$ cat config.mk
export PLATFORM = sky130hd
export DESIGN_NAME = isqrt_pipe
export DESIGN_NICKNAME = d
export VERILOG_FILES = /design/src/rtl/isqrt_pkg.sv /design/src/rtl/isqrt_step.sv /design/src/rtl/isqrt_stage.sv /design/src/rtl/isqrt_pipe.sv
export SDC_FILE = /design/constraint.sdc
export NUM_CORES = 2
export LEC_CHECK = 0
export BUFFER_PORTS_ARGS = -buffer_cell sky130_fd_sc_hd__buf_2
export CAP_MARGIN = 20
export CORE_ASPECT_RATIO = 1.1
export CORE_MARGIN = 2
export CORE_UTILIZATION = 45
export CTS_CLUSTER_DIAMETER = 150
export DETAILED_ROUTE_END_ITERATION = 10
export GPL_ROUTABILITY_DRIVEN = 0
export HOLD_SLACK_MARGIN = 0.03
export PLACE_DENSITY = 0.58
export SLEW_MARGIN = 20
export SYNTH_ARGS = -nofsm -noshare
export SYNTH_HDL_FRONTEND = slang
export SYNTH_SLANG_ARGS = --single-unit
$ cat constraint.sdc
create_clock -name clk -period 7.6 [get_ports clk]
set_input_delay 1.14 -clock clk [delete_from_list [all_inputs] [get_ports clk]]
set_output_delay 1.14 -clock clk [all_outputs]
set_load 0.005 [all_outputs]
$ cat src/rtl/isqrt_pkg.sv
package isqrt_pkg;

    // Occupancy of one pipeline slot.
    typedef enum logic {
        SLOT_IDLE = 1'b0,
        SLOT_FULL = 1'b1
    } slot_e;

    // Bit position of the power-of-four probe used by global iteration `iter`.
    function automatic int probe_pos(input int rad_w, input int iter);
        return rad_w - 2 - 2 * iter;
    endfunction

endpackage

$ cat src/rtl/isqrt_step.sv
// One restoring iteration with a fixed probe position.
module isqrt_step #(
    parameter int RAD_W = 64,
    parameter int POS   = 62
) (
    input  logic [RAD_W-1:0] num_i,
    input  logic [RAD_W-1:0] res_i,
    output logic [RAD_W-1:0] num_o,
    output logic [RAD_W-1:0] res_o
);

    localparam logic [RAD_W-1:0] PROBE = RAD_W'(1) << POS;

    logic [RAD_W-1:0] trial;
    logic             take;

    always_comb begin
        trial = res_i + PROBE;
        take  = (num_i >= trial);
        num_o = take ? (num_i - trial) : num_i;
        res_o = take ? ((res_i >> 1) + PROBE) : (res_i >> 1);
    end

endmodule

$ cat src/rtl/isqrt_stage.sv
// One pipeline stage: ITERS iterations followed by a register slot.
module isqrt_stage
    import isqrt_pkg::*;
#(
    parameter int RAD_W = 64,
    parameter int TAG_W = 4,
    parameter int ITERS = 2,
    parameter int FIRST = 0
) (
    input  logic             clk,
    input  logic             rst,
    input  slot_e            up_slot,
    input  logic [RAD_W-1:0] up_num,
    input  logic [RAD_W-1:0] up_res,
    input  logic [TAG_W-1:0] up_tag,
    output slot_e            dn_slot,
    output logic [RAD_W-1:0] dn_num,
    output logic [RAD_W-1:0] dn_res,
    output logic [TAG_W-1:0] dn_tag
);

    logic [RAD_W-1:0] num_c [ITERS+1];
    logic [RAD_W-1:0] res_c [ITERS+1];

    assign num_c[0] = up_num;
    assign res_c[0] = up_res;

    for (genvar j = 0; j < ITERS; j++) begin : g_iter
        isqrt_step #(
            .RAD_W (RAD_W),
            .POS   (probe_pos(RAD_W, FIRST + j))
        ) u_step (
            .num_i (num_c[j]),
            .res_i (res_c[j]),
            .num_o (num_c[j+1]),
            .res_o (res_c[j+1])
        );
    end

    slot_e slot_q;
    slot_e slot_d;

    // Next-state: the slot follows the slot above (fill, stream, drain, rest).
    always_comb begin
        unique case (up_slot)
            SLOT_FULL: slot_d = SLOT_FULL;
            SLOT_IDLE: slot_d = SLOT_IDLE;
            default:   slot_d = SLOT_IDLE;
        endcase
    end

    // State register.
    always_ff @(posedge clk) begin
        if (rst) slot_q <= SLOT_IDLE;
        else     slot_q <= slot_d;
    end

    // Data register, loaded only when an operand arrives.
    always_ff @(posedge clk) begin
        if (up_slot == SLOT_FULL) begin
            dn_num <= num_c[ITERS];
            dn_res <= res_c[ITERS];
            dn_tag <= up_tag;
        end
    end

    assign dn_slot = slot_q;

endmodule

$ cat src/rtl/isqrt_pipe.sv
// Fully pipelined floor square root, fixed latency RAD_W/(2*ITERS).
module isqrt_pipe
    import isqrt_pkg::*;
#(
    parameter int RAD_W = 64,
    parameter int TAG_W = 4,
    parameter int ITERS = 2
) (
    input  logic                 clk,
    input  logic                 rst,
    input  logic                 in_valid,
    input  logic [RAD_W-1:0]     in_radicand,
    input  logic [TAG_W-1:0]     in_tag,
    output logic                 out_valid,
    output logic [RAD_W/2-1:0]   out_root,
    output logic [RAD_W/2:0]     out_rem,
    output logic [TAG_W-1:0]     out_tag
);

    localparam int ROOT_W = RAD_W / 2;
    localparam int REM_W  = ROOT_W + 1;
    localparam int STAGES = ROOT_W / ITERS;

    slot_e            slot_c [STAGES+1];
    logic [RAD_W-1:0] num_c  [STAGES+1];
    logic [RAD_W-1:0] res_c  [STAGES+1];
    logic [TAG_W-1:0] tag_c  [STAGES+1];

    assign slot_c[0] = in_valid ? SLOT_FULL : SLOT_IDLE;
    assign num_c[0]  = in_radicand;
    assign res_c[0]  = '0;
    assign tag_c[0]  = in_tag;

    for (genvar s = 0; s < STAGES; s++) begin : g_stage
        isqrt_stage #(
            .RAD_W (RAD_W),
            .TAG_W (TAG_W),
            .ITERS (ITERS),
            .FIRST (s * ITERS)
        ) u_stage (
            .clk     (clk),
            .rst     (rst),
            .up_slot (slot_c[s]),
            .up_num  (num_c[s]),
            .up_res  (res_c[s]),
            .up_tag  (tag_c[s]),
            .dn_slot (slot_c[s+1]),
            .dn_num  (num_c[s+1]),
            .dn_res  (res_c[s+1]),
            .dn_tag  (tag_c[s+1])
        );
    end

    assign out_valid = (slot_c[STAGES] == SLOT_FULL);
    assign out_root  = ROOT_W'(res_c[STAGES]);
    assign out_rem   = REM_W'(num_c[STAGES]);
    assign out_tag   = tag_c[STAGES];

endmodule

======== Word-level counts from Yosys, hierarchy flattened ========
Index checks and enable logic that the tools add are counted.
word-level totals
  register bits ........................... 2065
  output and inout bits ................... 70
  logic and storage cells ................. 302
cells by class
  $add $sub $neg .......................... 94
  $lt $le $gt $ge ......................... 32
  muxes and demuxes ....................... 81
  bitwise operators ....................... 16
operators by type and width
  operator                  count
  $mux W64                  46
  $ge A64 B64 Y1            31
  $sub A64 B64 Y64          30
  $mux W63                  16
  $add A63 B11 Y64 const B  1
  $add A63 B13 Y64 const B  1
  $add A63 B15 Y64 const B  1
  $add A63 B17 Y64 const B  1
  $add A63 B19 Y64 const B  1
  $add A63 B21 Y64 const B  1
  $add A63 B23 Y64 const B  1
  $add A63 B25 Y64 const B  1
  $add A63 B27 Y64 const B  1
  $add A63 B29 Y64 const B  1
  $add A63 B3 Y64 const B   1
  $add A63 B31 Y64 const B  1
  $add A63 B33 Y64 const B  1
  $add A63 B35 Y64 const B  1
  $add A63 B37 Y64 const B  1
  $add A63 B39 Y64 const B  1
  $add A63 B41 Y64 const B  1
  $add A63 B43 Y64 const B  1
  $add A63 B45 Y64 const B  1
  $add A63 B47 Y64 const B  1
  50 further kinds          80

======== Logic depth before layout (Yosys ltp) ========
  depth in word-level cells ............... 6
  mapped depth ............................ 31

======== Modules after synthesis ========
Synthesis repeated with hierarchy kept, for this count alone.
second synthesis, totals
  cell total of the unflattened synthesis .. 33626
  area total of the unflattened synthesis .. 262340.4 µm²
by module, submodules not included
  module                                             instances  cells an instance  area an instance (µm²)  sequential area each (µm²)
  isqrt_stage                                        16         134                3997.6                  3983.8
  isqrt_step (g_stage[13].u_stage.g_iter[1].u_step)  1          1100               7218.2                  0.0
  isqrt_step (g_stage[15].u_stage.g_iter[1].u_step)  1          1146               7109.3                  0.0
  isqrt_step (g_stage[15].u_stage.g_iter[0].u_step)  1          1125               7070.5                  0.0
  isqrt_step (g_stage[14].u_stage.g_iter[1].u_step)  1          1115               6930.4                  0.0
  isqrt_step (g_stage[14].u_stage.g_iter[0].u_step)  1          1105               6859.1                  0.0
  isqrt_step (g_stage[13].u_stage.g_iter[0].u_step)  1          1061               6787.8                  0.0
  isqrt_step (g_stage[12].u_stage.g_iter[1].u_step)  1          1051               6702.7                  0.0
  isqrt_step (g_stage[11].u_stage.g_iter[1].u_step)  1          1053               6572.6                  0.0
  isqrt_step (g_stage[11].u_stage.g_iter[0].u_step)  1          1030               6563.8                  0.0
  isqrt_step (g_stage[9].u_stage.g_iter[0].u_step)   1          1020               6492.5                  0.0
  isqrt_step (g_stage[10].u_stage.g_iter[1].u_step)  1          1023               6490.0                  0.0
  isqrt_step (g_stage[8].u_stage.g_iter[1].u_step)   1          1019               6490.0                  0.0
  isqrt_step (g_stage[10].u_stage.g_iter[0].u_step)  1          1043               6483.7                  0.0
  +20 rows                                           --         --                 --                      --

======== Worst setup path before layout ========
No wires, ideal clock.
  path type ............................... register -> register
  start ................................... register g_stage[13].u_stage.dn_num[34]
  end ..................................... register g_stage[14].u_stage.dn_num[13] (data pin)
  library setup time ...................... 262 ps
  arrival ................................. 6385 ps
  path slack .............................. 953 ps
  stages on the path, launching flop included .. 27
  path buffers ............................ 7
  path through ............................ edfxtp_1 > ha_1 > clkbuf_1 > nand4_1 > nor4_2 > nand4b_1 > and4b_1 > nand3_2 > clkbuf_1 > buf_1 > clkbuf_1 > a21oi_1 > ha_1 > clkbuf_1 > a21o_1 > a21o_1 > a21oi_1 > o211ai_1 > a221o_1 > or4_1 > o2111ai_1 > nand4b_1 > nor4_1 > or4b_4 > buf_6 > buf_6 > mux2_1
between the ends
  cells in the longest elaborated chain, start to end .. 5
RTL lines
  what                                                       RTL line                            source
  start, declared                                            isqrt_stage.sv:17                   output logic [RAD_W-1:0] dn_num,
  start signal, assigned                                     isqrt_stage.sv:61                   dn_num <= num_c[ITERS];
  $ge A64 B64 Y1                                             isqrt_step.sv:19                    take = (num_i >= trial);
  $mux W64                                                   isqrt_step.sv:21                    res_o = take ? ((res_i >> 1) + PROBE) : (res_i >> 1);
  $add A64 B5 Y64                                            isqrt_step.sv:18                    trial = res_i + PROBE;
  $sub A64 B64 Y64 / $ge A64 B64 Y1 (equally long branches)  isqrt_step.sv:20, isqrt_step.sv:19
  $mux W64 *                                                 isqrt_step.sv:20                    num_o = take ? (num_i - trial) : num_i;
  net g_stage[14].u_stage.g_iter[1].u_step.num_o[13]         isqrt_step.sv:8                     output logic [RAD_W-1:0] num_o,
  end signal, assigned                                       isqrt_stage.sv:61
  end, declared                                              isqrt_stage.sv:17
The timed path passes the listed nets; every way through them passes the cells marked *.
A chain may end at the register's enable or synchronous reset.

======== Worst setup path in the final report ========
  start ................................... register g_stage[13].u_stage.dn_res[35]
  end ..................................... register g_stage[14].u_stage.dn_num[17] (data pin)
between the ends
  cells in the longest elaborated chain, start to end .. 6
RTL lines
  what                                                       RTL line                            source
  start, declared                                            isqrt_stage.sv:18                   output logic [RAD_W-1:0] dn_res,
  start signal, assigned                                     isqrt_stage.sv:62                   dn_res <= res_c[ITERS];
  $add A64 B7 Y64                                            isqrt_step.sv:18
  $ge A64 B64 Y1                                             isqrt_step.sv:19
  $mux W64                                                   isqrt_step.sv:21
  $add A64 B5 Y64                                            isqrt_step.sv:18
  $sub A64 B64 Y64 / $ge A64 B64 Y1 (equally long branches)  isqrt_step.sv:20, isqrt_step.sv:19
  $mux W64 *                                                 isqrt_step.sv:20
  net g_stage[14].u_stage.g_iter[1].u_step.num_o[17]         isqrt_step.sv:8
Marked as above.

==> results.rst <==
.. list-table::
   :header-rows: 1

   * - Metric
     - Value
   * - Result of the run
     - completed
   * - Post-place instance area
     - about 0.092 mm^2
   * - Power density over the cells
     - around 170 mW/mm^2
   * - Leakage Power
     - between 30 and 40 nW
   * - Area of the multi-input gates
     - roughly 0.045 mm^2
   * - Fraction of layout instances using a drive strength above 1
     - under 10%
   * - RSZ-0062 raised after global routing
     - false
   * - Root Buffer Master
     - clkbuf_16
   * - Data arrival time of the worst path
     - 7.78 ns
   * - Nets@finish
     - ~9.6k
   * - Largest fanout on the critical path
     - 45
   * - Global-route wire length before repair
     - 381 mm
   * - Hold crit path type
     - flop to flop
   * - Warnings from Yosys
     - 0
   * - Internal power component
     - 12.8 mW
   * - Number of max-slew violations in the final report
     - 0
   * - Final Cell Area
     - 0.0973 mm^2
   * - Clk_lat worst skew
     - approximately 0.85 ns
   * - Detailed-route wire length per cell
     - ~21 um
   * - First-pass DRT Iterations
     - 8
   * - Gr ovfl total
     - 0
   * - Sequential area share after synthesis
     - a little under half
   * - Post-detailed-route DRC marker count
     - 0
   * - DR iter-0 viols
     - about 6.1k
   * - Number of fill cells
     - roughly 18k
   * - Clock tree buffer depth
     - 3
   * - Resized cells post-CTS
     - 0
   * - Mean instance size in the synthesized netlist
     - between 10 and 15 um^2
   * - Sinks on the clock net
     - approximately 1.3k
   * - Slew of the pin with the lowest slew margin
     - between 1 and 1.5 ns
   * - Netlist Area Pre-Place
     - ~0.088 mm^2
   * - Share of the clock period used by the worst path after layout
     - 94.7%
   * - Final number of setup-violating endpoints
     - 0
   * - Count of maximum capacitance violations
     - 0
   * - Antenna-violating nets left
     - 0
   * - Vertical die dimension
     - 469 um
   * - Number of hold violations in the final report
     - 0
   * - Cell depth of the worst min-delay path
     - 0
   * - Placeable core area
     - roughly 0.2 mm^2
   * - Synthesized netlist cell count
     - between 8k and 9k
   * - Layout Area Growth over Synthesis
     - 10.2%
   * - I/O Buffers
     - 140
   * - Psw
     - 3.63 mW
   * - Worst Hold Endpoint
     - g_stage[11].u_stage.dn_num[1]
   * - VDD IR-drop max
     - between 0.2 and 0.25 mV
   * - Post-synth top flop
     - edfxtp_1
   * - Combinational power share
     - 3.8%
   * - Upper clock frequency limit
     - about 140 MHz
   * - Number of nets in the synthesized netlist
     - 9441
   * - Number of flops mapped to enable cells by yosys
     - ~1.3k
   * - Register cell area after layout
     - ~0.040 mm^2
   * - HP Start
     - g_stage[10].u_stage.dn_num[1]
   * - Die width
     - 426 um
   * - Initial Util
     - roughly 45%
   * - Clock tree skew after final layout
     - around 0.088 ns
   * - I/O pins
     - ~140
   * - Worst Reg2Reg Path Length in Cells
     - 24
   * - Sum of net half-perimeters after detailed placement
     - roughly 200 mm
   * - Pin count of the biggest net entering global routing
     - 77
   * - Reg2Reg Setup Slack
     - 0.41 ns
   * - Clock-pin slew on the worst setup and hold paths
     - around 0.06 ns
   * - Drt total wl
     - between 200 and 250 mm
   * - Total of hold buffers inserted after clock tree synthesis
     - 0
   * - Startpoint-to-endpoint class of the critical path
     - flop to flop
   * - Vias
     - between 60k and 70k
   * - Worst reg2reg path startpoint
     - g_stage[13].u_stage.dn_res[35]
   * - Type of destination of the critical path
     - flop
   * - Number of synthesized register bits
     - ~1.3k
   * - H-tree levels
     - 4
   * - CTS tree
     - done
   * - Die Area
     - 0.200 mm^2
   * - Worst max-slew margin expressed relative to the limit
     - between 30% and 40%
   * - Setup total negative slack
     - 0 ns
   * - Via/cell ratio
     - slightly below 6
   * - Number of standard-cell rows in the floorplan
     - 170
   * - Tmin final
     - just over 7 ns
   * - Count of unique library cells instantiated by Yosys
     - approximately 120
   * - Combined global-route utilization of all metal layers
     - 24.3%
   * - Number of clock buffers inserted by TritonCTS
     - approximately 150
   * - Ys async rst share
     - 0%
   * - Share of total power in the clock network
     - a little under half
   * - Portion of total power attributed to sequential cells
     - about 50%
   * - Vias in the first global route
     - about 66k
   * - Net switching fraction of the power
     - between 20% and 30%
   * - Endpoint required time on the critical path
     - ~8.2 ns
   * - RR Endpoint
     - g_stage[14].u_stage.dn_num[17]
   * - Setup Buffers After CTS
     - 0
   * - Antenna violations before repair
     - 4
   * - Startpoint type of the worst setup path
     - flop
[layer usage]
| metal | global-route usage [%] | share of wire, % | vias up |
|---|---|---|---|
| met4 | 9.21 | 3.8 | 2 |
| met5 | 0 | 0.0052 | - |
| met3 | 3.96 | 5.6 | 420 |
| li1 | - | - | 33100 |
| met2 | 41.9 | 49 | 2018 |
| met1 | 30.5 | 42 | 32700 |
[cells in the mapped netlist (47+ instances only)]
cell      count  area share, %
o211ai_1     49           0.42
nor3_1      225            1.3
nor2b_1      83           0.59
o21bai_1     74           0.63
nor2_1      743            3.2
nor4_1      213            1.5
nand4_1     203            1.4
and3_1       88           0.62
o31ai_1      60           0.51
ha_1        576            8.2
xnor2_1     545            5.4
a211oi_1     47           0.40
clkbuf_1    181           0.77
o21a_1       98           0.83
and2_1       69           0.49
a21o_1      282            2.4
edfxtp_1   1329             45
or3_1        93           0.66
mux2_2      108            1.4
nand3_1     210            1.2
inv_1       499            2.1
a21oi_1     725            4.1
a31oi_1      76           0.54
nand2_1     697            3.0
nand2b_1     81           0.57
xor2_1      322            3.2
o21ai_0     381            2.2
[critical path: stages (launching register included)]
cell,delay [ns]
edfxtp_1,0.49
inv_1,0.11
ha_1,0.47
nand4_1,0.32
nor4_2,0.47
nand4b_1,0.20
and4b_1,0.25
nand3_2,0.22
inv_2,0.13
buf_4,0.20
nand2_1,0.08
o21ai_0,0.16
ha_1,0.28
a21oi_1,0.17
o21ai_0,0.17
a31oi_1,0.34
o211ai_1,0.15
a221o_1,0.34
or3_1,0.35
o2111ai_1,0.25
nand4b_1,0.19
nor4_1,0.43
or4b_4,0.56
buf_12,0.21
mux2_1,0.38
[worst max path at each step]
stage	start	slack, ns	cells after the start	endpoint
final	g_stage[13].u_stage.dn_res[35]	0.41	24	g_stage[14].u_stage.dn_num[17]
after global routing	g_stage[14].u_stage.dn_num[44]	0.1	24	g_stage[15].u_stage.dn_num[7]
after CTS	g_stage[14].u_stage.dn_num[44]	0.52	24	g_stage[15].u_stage.dn_num[5]
after detailed placement	g_stage[14].u_stage.dn_num[44]	0.57	24	g_stage[15].u_stage.dn_num[5]
after global placement	g_stage[14].u_stage.dn_num[44]	0.66	24	g_stage[15].u_stage.dn_num[3]
after floorplan	g_stage[13].u_stage.dn_num[34]	0.95	26	g_stage[14].u_stage.dn_num[13]
[state kept, by name, indices dropped and copies added (netlist names)]
register and count:
g_stage.u_stage.dn_tag 64, g_stage.u_stage.dn_slot 16, g_stage.u_stage.dn_res 272, g_stage.u_stage.dn_num 993
[logic make-up after synthesis]
logic type,Yosys count,synth area share [%]
xor+xnor,867,8.60
flops,1345,45.6
buf+inv,749,3.28
fa+ha+maj,576,8.16
compound gates,2117,15.3
mux,155,1.92
simple gates,2985,17.1
[layout make-up]
class,instances,area share (%)
Multi-Input combinational cell,6700,46.4
Sequential cell,1345,41.4
Clock buffer,181,3.99
Tap cell,2580,3.32
Inverter,508,1.96
Timing Repair Buffer,241,1.55
Clock inverter,86,1.35
Antenna cell,2,0.00514
[metrics by stage]
step	setup WS, ns	total power, mW	hold WS [ns]	util (%)	cells
6_report	0.406	16.4	0.404	49.9	11600
2_1_floorplan	0.953	8.85	0.400	-	8794
4_1_cts	0.516	16.6	0.380	49.9	11600
5_1_grt	0.0959	17.0	0.421	49.9	11600
3_5_place_dp	0.573	9.04	0.405	47.2	11400
3_3_place_gp	0.656	9.04	0.402	47.2	11400
[placed cells by master (no fill, tap or decap), types with 108 or more instances in the layout]
cell	instances
a21o_1	282
a21oi_1	725
buf_2	140
clkbuf_16	148
edfxtp_1	1329
ha_1	576
inv_1	499
mux2_2	108
nand2_1	697
nand3_1	209
nand4_1	203
nor2_1	743
nor3_1	225
nor4_1	212
o21ai_0	380
xnor2_1	545
xor2_1	322
[power by group through the flow]
| stage | Clock (mW) | Sequential, mW | Combinational, mW |
|---|---|---|---|
| finish | 7.55 | 8.27 | 0.627 |
| global route | 8.02 | 8.28 | 0.704 |
| CTS | 7.74 | 8.27 | 0.626 |
| detailed placement | 0 | 8.43 | 0.617 |
| global placement | 0 | 8.43 | 0.612 |
| floorplan | 0 | 8.41 | 0.441 |
(Power assumes the default switching activity.)
